<file path="src/rtl/gpio_port_pkg.sv">
package gpio_port_pkg;
  localparam int unsigned AW = 12;
  localparam int unsigned DW = 32;

  localparam logic [AW-1:0] OFS_DIN   = 12'h000;
  localparam logic [AW-1:0] OFS_DOUT  = 12'h004;
  localparam logic [AW-1:0] OFS_CFG0  = 12'h010;
  localparam logic [AW-1:0] OFS_ISTAT = 12'h038;
  localparam logic [AW-1:0] OFS_ID0   = 12'hFD0;

  // configuration bitmaps in set/clear address order
  localparam int unsigned CFG_OE   = 0;
  localparam int unsigned CFG_ALT  = 1;
  localparam int unsigned CFG_IEN  = 2;
  localparam int unsigned CFG_ITYP = 3;
  localparam int unsigned CFG_IPOL = 4;
  localparam int unsigned CFG_NUM  = 5;
  localparam int unsigned ID_NUM   = 9;

  function automatic logic [AW-1:0] cfg_set_addr(int unsigned k);
    return AW'(OFS_CFG0 + AW'(8 * k));
  endfunction

  function automatic logic [AW-1:0] cfg_clr_addr(int unsigned k);
    return AW'(OFS_CFG0 + AW'(8 * k + 4));
  endfunction

  function automatic logic [DW-1:0] id_word(int unsigned k);
    case (k)
      0: return 32'h04;
      1: return 32'h51;
      2: return 32'hB8;
      3: return 32'h1B;
      4: return 32'h00;
      5: return 32'h0D;
      6: return 32'hF0;
      7: return 32'h05;
      8: return 32'hB1;
      default: return 32'h0;
    endcase
  endfunction
endpackage

</file>
<file path="src/rtl/gpio_port_sync.sv">
module gpio_port_sync #(
  parameter int unsigned W = 16
) (
  input  logic         clk_i,
  input  logic         rst_ni,
  input  logic [W-1:0] d_i,
  output logic [W-1:0] q_o
);
  logic [W-1:0] meta_q, sync_q;

  always_ff @(posedge clk_i or negedge rst_ni) begin
    if (!rst_ni) begin
      meta_q <= '0;
      sync_q <= '0;
    end else begin
      meta_q <= d_i;
      sync_q <= meta_q;
    end
  end

  assign q_o = sync_q;
endmodule

</file>
<file path="src/rtl/gpio_port_sc_reg.sv">
module gpio_port_sc_reg #(
  parameter int unsigned W = 16
) (
  input  logic         clk_i,
  input  logic         rst_ni,
  input  logic         set_i,
  input  logic         clr_i,
  input  logic [W-1:0] wdata_i,
  output logic [W-1:0] q_o
);
  logic [W-1:0] q;

  always_ff @(posedge clk_i or negedge rst_ni) begin
    if (!rst_ni) q <= '0;
    else         q <= (q | (set_i ? wdata_i : '0)) & ~(clr_i ? wdata_i : '0);
  end

  assign q_o = q;

  assert_set_R3: assert property (@(posedge clk_i) disable iff (!rst_ni)
    (set_i && !clr_i) |=> ((q_o & $past(wdata_i)) == $past(wdata_i)));

  assert_clr_R3: assert property (@(posedge clk_i) disable iff (!rst_ni)
    clr_i |=> ((q_o & $past(wdata_i)) == '0));
endmodule

</file>
<file path="src/rtl/gpio_port_irq_bit.sv">
module gpio_port_irq_bit (
  input  logic clk_i,
  input  logic rst_ni,
  input  logic lvl_i,
  input  logic en_i,
  input  logic edge_mode_i,
  input  logic rise_i,
  input  logic clr_i,
  output logic status_o
);
  logic prev_q, status_q, hit, evt;

  assign hit = rise_i ? lvl_i : ~lvl_i;
  assign evt = rise_i ? (lvl_i & ~prev_q) : (~lvl_i & prev_q);

  always_ff @(posedge clk_i or negedge rst_ni) begin
    if (!rst_ni) begin
      prev_q   <= 1'b0;
      status_q <= 1'b0;
    end else begin
      prev_q <= lvl_i;
      if (edge_mode_i) status_q <= (status_q & ~clr_i) | (en_i & evt);
      else             status_q <= en_i & hit;
    end
  end

  assign status_o = status_q;

  assert_edge_hold_R6: assert property (@(posedge clk_i) disable iff (!rst_ni)
    (edge_mode_i && status_q && !clr_i) |=> status_q);

  assert_edge_masked_R6: assert property (@(posedge clk_i) disable iff (!rst_ni)
    (edge_mode_i && !status_q && !en_i) |=> !status_q);

  assert_level_off_R7: assert property (@(posedge clk_i) disable iff (!rst_ni)
    (!edge_mode_i && !en_i) |=> !status_q);
endmodule

</file>
<file path="src/rtl/gpio_port.sv">
module gpio_port
  import gpio_port_pkg::*;
#(
  parameter int unsigned NPINS = 16
) (
  input  logic             clk_i,
  input  logic             rst_ni,
  input  logic             req_i,
  input  logic             we_i,
  input  logic [AW-1:0]    addr_i,
  input  logic [DW-1:0]    wdata_i,
  output logic [DW-1:0]    rdata_o,
  input  logic [NPINS-1:0] pin_i,
  output logic [NPINS-1:0] pin_o,
  output logic [NPINS-1:0] pin_oe_o,
  output logic [NPINS-1:0] alt_sel_o,
  output logic [NPINS-1:0] irq_pin_o,
  output logic             irq_o
);
  localparam logic [AW-1:0] ID_LAST = AW'(OFS_ID0 + AW'(4 * (ID_NUM - 1)));

  logic                          wr;
  logic [NPINS-1:0]              wdata_w, din_s, dout_q, istat, istat_clr;
  logic [CFG_NUM-1:0][NPINS-1:0] cfg_q;
  logic                          mapped;
  logic                          unused_wdata;

  assign wr           = req_i & we_i;
  assign wdata_w      = wdata_i[NPINS-1:0];
  assign unused_wdata = ^wdata_i;

  gpio_port_sync #(.W(NPINS)) u_sync (
    .clk_i (clk_i),
    .rst_ni(rst_ni),
    .d_i   (pin_i),
    .q_o   (din_s)
  );

  always_ff @(posedge clk_i or negedge rst_ni) begin
    if (!rst_ni)                      dout_q <= '0;
    else if (wr && addr_i == OFS_DOUT) dout_q <= wdata_w;
  end

  for (genvar k = 0; k < CFG_NUM; k++) begin : g_cfg
    gpio_port_sc_reg #(.W(NPINS)) u_reg (
      .clk_i  (clk_i),
      .rst_ni (rst_ni),
      .set_i  (wr && addr_i == cfg_set_addr(k)),
      .clr_i  (wr && addr_i == cfg_clr_addr(k)),
      .wdata_i(wdata_w),
      .q_o    (cfg_q[k])
    );
  end

  assign istat_clr = (wr && addr_i == OFS_ISTAT) ? wdata_w : '0;

  for (genvar i = 0; i < NPINS; i++) begin : g_irq
    gpio_port_irq_bit u_bit (
      .clk_i      (clk_i),
      .rst_ni     (rst_ni),
      .lvl_i      (din_s[i]),
      .en_i       (cfg_q[CFG_IEN][i]),
      .edge_mode_i(cfg_q[CFG_ITYP][i]),
      .rise_i     (cfg_q[CFG_IPOL][i]),
      .clr_i      (istat_clr[i]),
      .status_o   (istat[i])
    );
  end

  // read decode; mapped also qualifies writes for the checker below
  always_comb begin
    rdata_o = '0;
    mapped  = 1'b0;
    if (addr_i == OFS_DIN) begin
      mapped  = 1'b1;
      rdata_o = DW'(din_s);
    end else if (addr_i == OFS_DOUT) begin
      mapped  = 1'b1;
      rdata_o = DW'(dout_q);
    end else if (addr_i == OFS_ISTAT) begin
      mapped  = 1'b1;
      rdata_o = DW'(istat);
    end else if (addr_i >= OFS_ID0 && addr_i <= ID_LAST && addr_i[1:0] == 2'b00) begin
      mapped  = 1'b1;
      rdata_o = id_word(32'(addr_i - OFS_ID0) >> 2);
    end
    for (int unsigned k = 0; k < CFG_NUM; k++) begin
      if (addr_i == cfg_set_addr(k) || addr_i == cfg_clr_addr(k)) begin
        mapped  = 1'b1;
        rdata_o = DW'(cfg_q[k]);
      end
    end
    if (!req_i || we_i) rdata_o = '0;
  end

  assign pin_o     = dout_q;
  assign pin_oe_o  = cfg_q[CFG_OE];
  assign alt_sel_o = cfg_q[CFG_ALT];
  assign irq_pin_o = istat & cfg_q[CFG_IEN];
  assign irq_o     = |irq_pin_o;

  assert_unmapped_write_R10: assert property (@(posedge clk_i) disable iff (!rst_ni)
    (wr && !mapped) |=> ($stable(cfg_q) && $stable(dout_q)));

  assert_id_write_R9: assert property (@(posedge clk_i) disable iff (!rst_ni)
    (wr && addr_i >= OFS_ID0) |=> ($stable(cfg_q) && $stable(dout_q)));
endmodule

</file>
<file path="config.mk">
export PLATFORM = sky130hd
export DESIGN_NAME = gpio_port
export DESIGN_NICKNAME = d
export VERILOG_FILES = /design/src/rtl/gpio_port_pkg.sv /design/src/rtl/gpio_port_sync.sv /design/src/rtl/gpio_port_sc_reg.sv /design/src/rtl/gpio_port_irq_bit.sv /design/src/rtl/gpio_port.sv
export SDC_FILE = /design/constraint.sdc
export NUM_CORES = 1
export LEC_CHECK = 0
export CORE_MARGIN = 4
export CORE_UTILIZATION = 50
export CTS_BUF_LIST = sky130_fd_sc_hd__clkbuf_2 sky130_fd_sc_hd__clkbuf_4 sky130_fd_sc_hd__clkbuf_8
export DETAILED_ROUTE_END_ITERATION = 6
export PLACE_DENSITY = 0.78
export SYNTH_ARGS = -nofsm -noshare
export SYNTH_HDL_FRONTEND = slang
export SYNTH_HIERARCHICAL = 1
export SYNTH_SLANG_ARGS = --single-unit
</file>
<file path="constraint.sdc">
create_clock -name clk_i -period 4.4 [get_ports clk_i]
set_input_delay 0.44 -clock clk_i [delete_from_list [all_inputs] [get_ports clk_i]]
set_output_delay 0.44 -clock clk_i [all_outputs]
set_load 0.05 [all_outputs]
</file>
==> flow_metrics.py, run 1 <==
metrics = {
    "global_route": {
        "grt.busiest_layer": "met2",
        "met3_usage_pct": 8.46,
        "use_met2_pct": 41.2,
        "grt.overflow.total": 0,
        "first_global_vias": 7034,
        "grt_max_degree": 102,
        "antenna_found_initial": 1,
        "grt_pass1_wl_um": 41100,
        "grtUsageTotal_pct": 27.3,
        "grt_use_met1_pct": 38.3,
    },
    "pwr": {
        "clock_power_share_pct": 37.9,
        "leakage_nw": 4.34,
        "vdd_drop_max_mv": 0.233,
        "power_w": 0.00285,
        "switching_share_pct": 28.1,
        "cellInternalPower_w": 0.00205,
        "power.density_nw_per_um2": 271,
        "power_switching_w": 0.000800,
        "seq_power_share_pct": 53.1,
        "pwr-share-comb_pct": 9.1,
    },
    "critical_path": {
        "reg2regPathDepth": 3,
        "path_class": "input pin to primary output",
        "slowest_delay_ns": 0.83,
        "arrival_ns": 3.59,
        "cp-start-kind": "input pin",
        "reg2reg_slack_ns": 3.24,
        "reg2reg_to": "g_irq[12].u_bit/status_o",
        "worst-endpoint-required_ns": 3.96,
        "crit_fanout": 11,
        "critPathSlowestCell": "or4_1",
        "r2r_start": "g_cfg[4].u_reg/q_o[12]",
        "cp-end-kind": "primary output",
        "cp_cell_sequence": "clkdlybuf4s50_1, or2_2, or4_1, nor3_4, a222oi_1, o21ai_0, buf_12",
    },
    "cts": {
        "clk_latency_ns": 0.47,
        "path_clk_slew_ns": 0.09,
        "cts_tree": "built",
        "clockBufferDepth": 2,
        "numCtsBuffers": 17,
        "htree_levels": 4,
        "cts-root-buf": "clkbuf_8",
        "clock_sinks": 160,
        "cts_setup_buffers": 0,
    },
    "placement": {
        "globalplace.congestion": 0.982,
        "hpwl_um": 18300,
        "port_buffers": 128,
        "dp_slack_ns": 0.481,
    },
    "yosys": {
        "ys_ff_latch": 160,
        "ys.flop_type": "dfrtp_1",
        "seq_area_frac_synth_pct": 47.0,
        "ys_warn_count": 6,
        "synth_edf_count": 0,
        "synth.avg_cell_area_sq_um": 10.3,
        "syn_inst": 825,
        "synth_async_sr_flop_share_pct": 100,
        "syn-cell-area_sq_um": 8510,
        "netlist-cell-type-count": 56,
    },
    "timing": {
        "clock_skew_ns": 0.0133,
        "hold_violations": 0,
        "timing.slew.headroom_pct": 41.7,
        "drv_slew": 0,
        "period_needed_ns": 4.03,
        "hold-worst-slack_ns": 0.346,
        "fin_ws_ns": 0.373,
        "worst_slew_pin_slew_ns": 0.866,
        "period_share_pct": 91.5,
        "finalSetupViolCount": 0,
        "finalSetupTns_ns": 0,
        "rsz0062_at_grt": "false",
        "fmax_ghz": 0.248,
    },
    "floorplan": {
        "row_count": 47,
        "num_io_pins": 161,
        "start_util_pct": 51.2,
        "chipHeight_um": 138,
        "dieArea_sq_um": 19200,
        "core_area_sq_um": 16600,
        "die_x_um": 138,
    },
    "routing": {
        "vias_per_cell": 6.11,
        "drc": 2,
        "final_antenna_net_count": 0,
        "vias": 7323,
        "first_iter_violations": 1026,
        "dr.pass1.iters": 7,
        "post_drt_wl_per_cell_um": 22.2,
        "drt_wl_total_um": 26600,
    },
    "run": {
        "cap_violations": 0,
    },
    "run_status": {
        "status": "complete, but fails checks",
        "violations": "design-rule violations",
    },
    "final_layout": {
        "area_growth_pct": 23.5,
        "final_core_util_pct": 63.2,
        "final_nets": 1032,
        "drive_gt1_share_pct": 24.1,
    },
    "hold_path": {
        "holdPathEnd": "u_sync/q_o[5]",
        "min_from": "u_sync/meta_q[5]",
        "hp-class": "register to register",
        "hold_depth": 0,
    },
}
## worst max path at each step
stage,depth (start not counted),from,to
6_report,7,addr_i[1],rdata_o[8]
5_1_grt,7,addr_i[1],rdata_o[8]
4_1_cts,7,addr_i[1],rdata_o[8]
3_5_place_dp,7,addr_i[1],rdata_o[8]
3_3_place_gp,7,addr_i[1],rdata_o[8]
2_1_floorplan,5,addr_i[9],rdata_o[7]
## flip-flops by register name, indices dropped and copies added (netlist names)
signal	count
g_irq.u_bit/status_o	16
u_sync/q_o	16
g_irq.u_bit/prev_q	16
g_cfg.u_reg/q_o	80
u_sync/meta_q	16
pin_o	16
## per-layer routing
layer,vias up,part of all wire (%)
li1,3271,-
met4,2,2.5
met1,3559,42
met3,57,11
met2,434,45
met5,-,0.049
## Yosys cell counts, types with 2 or more instances
| cell | number | share of area (%) |
|---|---|---|
| a21boi_1 | 16 | 1.4 |
| o21ai_0 | 47 | 2.8 |
| o211ai_1 | 2 | 0.18 |
| nand4_1 | 2 | 0.15 |
| nor2_1 | 43 | 1.9 |
| nor3_1 | 3 | 0.18 |
| or4_1 | 3 | 0.26 |
| a22oi_1 | 4 | 0.35 |
| a211oi_1 | 2 | 0.18 |
| ha_1 | 4 | 0.59 |
| nand2_1 | 42 | 1.9 |
| mux2_2 | 8 | 1.1 |
| inv_1 | 24 | 1.1 |
| buf_12 | 6 | 1.4 |
| nor3_4 | 2 | 0.38 |
| mux2i_1 | 2 | 0.24 |
| dfrtp_1 | 160 | 47 |
| nor4_1 | 3 | 0.22 |
| a21oi_1 | 87 | 5.1 |
| a21oi_2 | 110 | 11 |
| buf_6 | 10 | 1.3 |
| nor2b_1 | 5 | 0.37 |
| and2_1 | 19 | 1.4 |
| nand3_1 | 5 | 0.29 |
| a22o_1 | 25 | 2.6 |
| o32ai_1 | 2 | 0.21 |
| and3_1 | 18 | 1.3 |
| o22ai_1 | 10 | 0.73 |
| nor3_2 | 3 | 0.35 |
| mux2_4 | 10 | 1.8 |
| buf_2 | 10 | 0.59 |
| or2_2 | 3 | 0.22 |
| a31oi_1 | 10 | 0.73 |
| nand2b_1 | 32 | 2.4 |
| a21o_1 | 2 | 0.18 |
| a222oi_1 | 9 | 1.1 |
| clkbuf_1 | 23 | 1.0 |
| buf_4 | 17 | 1.5 |
| a221oi_1 | 10 | 1.0 |
| a32o_1 | 16 | 1.9 |
## cells in the final DEF, fill, tap and decap left out, types with 9 or more instances in the layout
cell type / Yosys / layout
a21boi_1: 16 / 16
a32o_1: 16 / 16
conb_1: 1 / 16
and3_1: 18 / 18
a221oi_1: 10 / 10
nor2_1: 43 / 41
clkbuf_8: 0 / 17
buf_4: 17 / 44
buf_12: 6 / 16
o22ai_1: 10 / 10
a22o_1: 25 / 25
clkdlybuf4s50_1: 0 / 111
dfrtp_1: 160 / 160
a31oi_1: 10 / 10
o21ai_0: 47 / 47
nand2_1: 42 / 42
a21oi_2: 110 / 110
a222oi_1: 9 / 9
a21oi_1: 87 / 87
and2_1: 19 / 19
inv_1: 24 / 24
mux2_4: 10 / 10
nand2b_1: 32 / 32
## power groups by stage
stage / clock network [W] / logic [W] / registers [W]
4_1_cts: 0.00109 / 0.000255 / 0.00151
3_5_place_dp: 0 / 0.000253 / 0.00154
3_3_place_gp: 0 / 0.000252 / 0.00154
2_1_floorplan: 0 / 0.000118 / 0.00154
6_report: 0.00108 / 0.000258 / 0.00151
5_1_grt: 0.00116 / 0.000277 / 0.00151
## layout make-up
class                           instances  area, sq um
Tap cell                              220          275
Fill cell                            1364         6120
Multi-Input combinational cell        588         3980
Antenna cell                            1         2.50
Sequential cell                       160         4000
Inverter                               24         90.1
Clock inverter                         14          145
Timing Repair Buffer                  173         1780
Clock buffer                           18          241
## what timing repair did
item,4_1_cts,5_1_grt
endpoints found under the hold margin,59,0
resized for setup,0,0
hold buffers,1,0
## through the flow
stage                     instance area [sq um]  std cells
after floorplan                            8570        840
after global placement                    10100       1164
after detailed placement                  10100       1164
after CTS                                 10500       1197
after global routing                      10500       1197
final                                     10500       1198
## worst max-delay path: cells and delay by family
| family | cells | cell delay (ns) |
|---|---|---|
| compound gates | 2 | 0.48 |
| buf+inv | 2 | 0.70 |
| simple gates | 3 | 1.96 |
## cell families after synthesis
kind of cell	synth area share [%]
buffers and inverters	6.99
AOI/OAI and AO/OA	30.1
DFF	47.0
other	0.0440
adders and majority gates	0.588
and+or+nand+nor	12.2
muxes	3.06
Note: power is estimated with default switching activity, not from simulation.
==> run 2, diff against run 1 <==
==> constraint.sdc (replaced) <==
create_clock -name clk_i -period 4.4 [get_ports clk_i]
set_input_delay 1.1 -clock clk_i [delete_from_list [all_inputs] [get_ports clk_i]]
set_output_delay 1.1 -clock clk_i [all_outputs]
set_load 0.05 [all_outputs]
==> flow_metrics.py, run 2 (synthesis gave the netlist of run 1 again) <==
metrics = {
    "global_route": {
        "antenna_found_initial": 0,
        "grt_max_degree": 85,
        "grt_pass1_wl_um": 42900,
        "first_global_vias": 7620,
        "grt.overflow.total": 0,
        "grtUsageTotal_pct": 28.3,
    },
    "placement": {
        "globalplace.congestion": 0.989,
        "port_buffers": 128,
        "place_inst": 1224,
        "hpwl_um": 19400,
    },
    "critical_path": {
        "path_class": "input pin to primary output",
        "arrival_ns": 3.22,
        "crit_fanout": 5,
        "crit_start": "addr_i[8]",
        "r2r_start": "g_cfg[4].u_reg/q_o[2]",
        "worst-endpoint-required_ns": 3.30,
        "cp-start-kind": "input pin",
        "cp-end-kind": "primary output",
    },
    "final_layout": {
        "largest_register_ffs": 80,
        "final_core_util_pct": 67.7,
        "final_cell_mix": "dfrtp_1, a21oi_2, clkdlybuf4s50_1, buf_4, a21oi_1",
        "num-fill-cells": 1290,
        "drive_gt1_share_pct": 32.1,
        "instances_no_fill": 1261,
        "layout_commonest_cell": "dfrtp_1",
        "final_nets": 1096,
        "area_growth_pct": 32.3,
        "antennaDiodeCount": 0,
    },
    "routing": {
        "dr.pass1.iters": 6,
        "vias": 7664,
        "vias_per_cell": 6.08,
        "drc": 0,
        "first_iter_violations": 850,
        "drt_wl_total_um": 27000,
        "final_antenna_net_count": 0,
        "post_drt_wl_per_cell_um": 21.4,
    },
    "cts": {
        "clockBufferDepth": 2,
        "path_clk_slew_ns": 0.09,
        "cts.hold.buffers_added": 0,
        "htree_levels": 4,
        "clock_sinks": 160,
        "numCtsBuffers": 17,
        "cts-root-buf": "clkbuf_8",
        "clk_latency_ns": 0.47,
        "cts_tree": "built",
    },
    "pwr": {
        "power.density_nw_per_um2": 256,
        "power_w": 0.00289,
        "vdd_drop_max_mv": 0.242,
        "leakage_nw": 4.78,
    },
    "floorplan": {
        "core_area_sq_um": 16600,
        "die_x_um": 138,
        "chipHeight_um": 138,
        "num_io_pins": 161,
        "start_util_pct": 51.2,
        "row_count": 47,
        "dieArea_sq_um": 19200,
    },
    "timing": {
        "clock_skew_ns": 0.00816,
        "period_needed_ns": 4.32,
        "drv_slew": 0,
        "period_share_pct": 98.3,
        "timing.slew.headroom_pct": 51.7,
        "worst_slew_pin_slew_ns": 0.724,
        "fmax_ghz": 0.231,
        "finalSetupViolCount": 0,
        "hold_violations": 0,
        "rsz0062_at_grt": "false",
    },
    "run_status": {
        "status": "complete, no violations",
    },
    "hold_path": {
        "min_from": "u_sync/meta_q[0]",
        "hp-class": "register to register",
    },
    "run": {
        "cap_violations": 0,
    },
}
## run 2: area by class of cell
| class | count | area [sq um] | area share [%] |
|---|---|---|---|
| timing repair buffer | 237 | 2340 | 20.8 |
| clock inverter | 14 | 153 | 1.36 |
| multi-input combinational | 588 | 4150 | 36.8 |
| tap | 220 | 275 | 2.44 |
| sequential | 160 | 4000 | 35.5 |
| inverter | 24 | 90.1 | 0.800 |
| clock buffer | 18 | 248 | 2.20 |
## run 2: repair_timing
item	in CTS	in global routing
cloned	2	0
pin swaps	15	10
gates resized for setup	30	22
hold endpoints to repair	0	0
setup endpoints to repair	16	16
setup buffers	5	0
## run 2: per-stage QoR
step	hold slack [ns]	cell area [sq um]	setup slack (ns)	TNS [ns]
after floorplan	0.331	8640	-0.117	-0.117
after global placement	0.333	10700	-0.162	-1.95
after detailed placement	0.335	10700	-0.170	-2.09
after CTS	0.356	11200	0.00309	0
after global routing	0.362	11300	0.00565	0
final	0.354	11300	0.0752	0
## run 2: power breakdown
group          switching [W]  internal (W)  leakage, nW
clock               0.000604      0.000484        0.201
combinational       0.000186      0.000103         2.45
sequential         0.0000185       0.00149         2.12
total               0.000808       0.00208         4.78
## run 2: worst max-delay path: stages
cell and delay (ns):
clkdlybuf4s15_1 0.19, or4_4 0.53, or4_4 0.46, buf_8 0.16, nor3_4 0.20, buf_6 0.17, a222oi_1 0.11, o21ai_2 0.12
buf_12 0.17
## run 2: worst paths after layout
kind | slack (ns) | to | depth (start not counted)
max | 0.08 | rdata_o[8] | 9
min | 0.35 | u_sync/q_o[0] | 0
max reg2reg | 3.26 | g_irq[2].u_bit/status_o | 3
min reg2reg | 0.35 | u_sync/q_o[0] | 0
max in group asynchronous | 2.88 | u_sync/meta_q[4] | 2
min in group asynchronous | 0.63 | pin_o[11] | 1
## run 2: per-layer routing
metal  global-route usage [%]  vias to the layer above  wire length, um
li1                         -                     3407                -
met1                     37.8                     3695            10500
met2                     44.6                      470            12500
met3                     6.60                       92             2840
met4                     11.8                        0             1110
met5                        0                        -                0
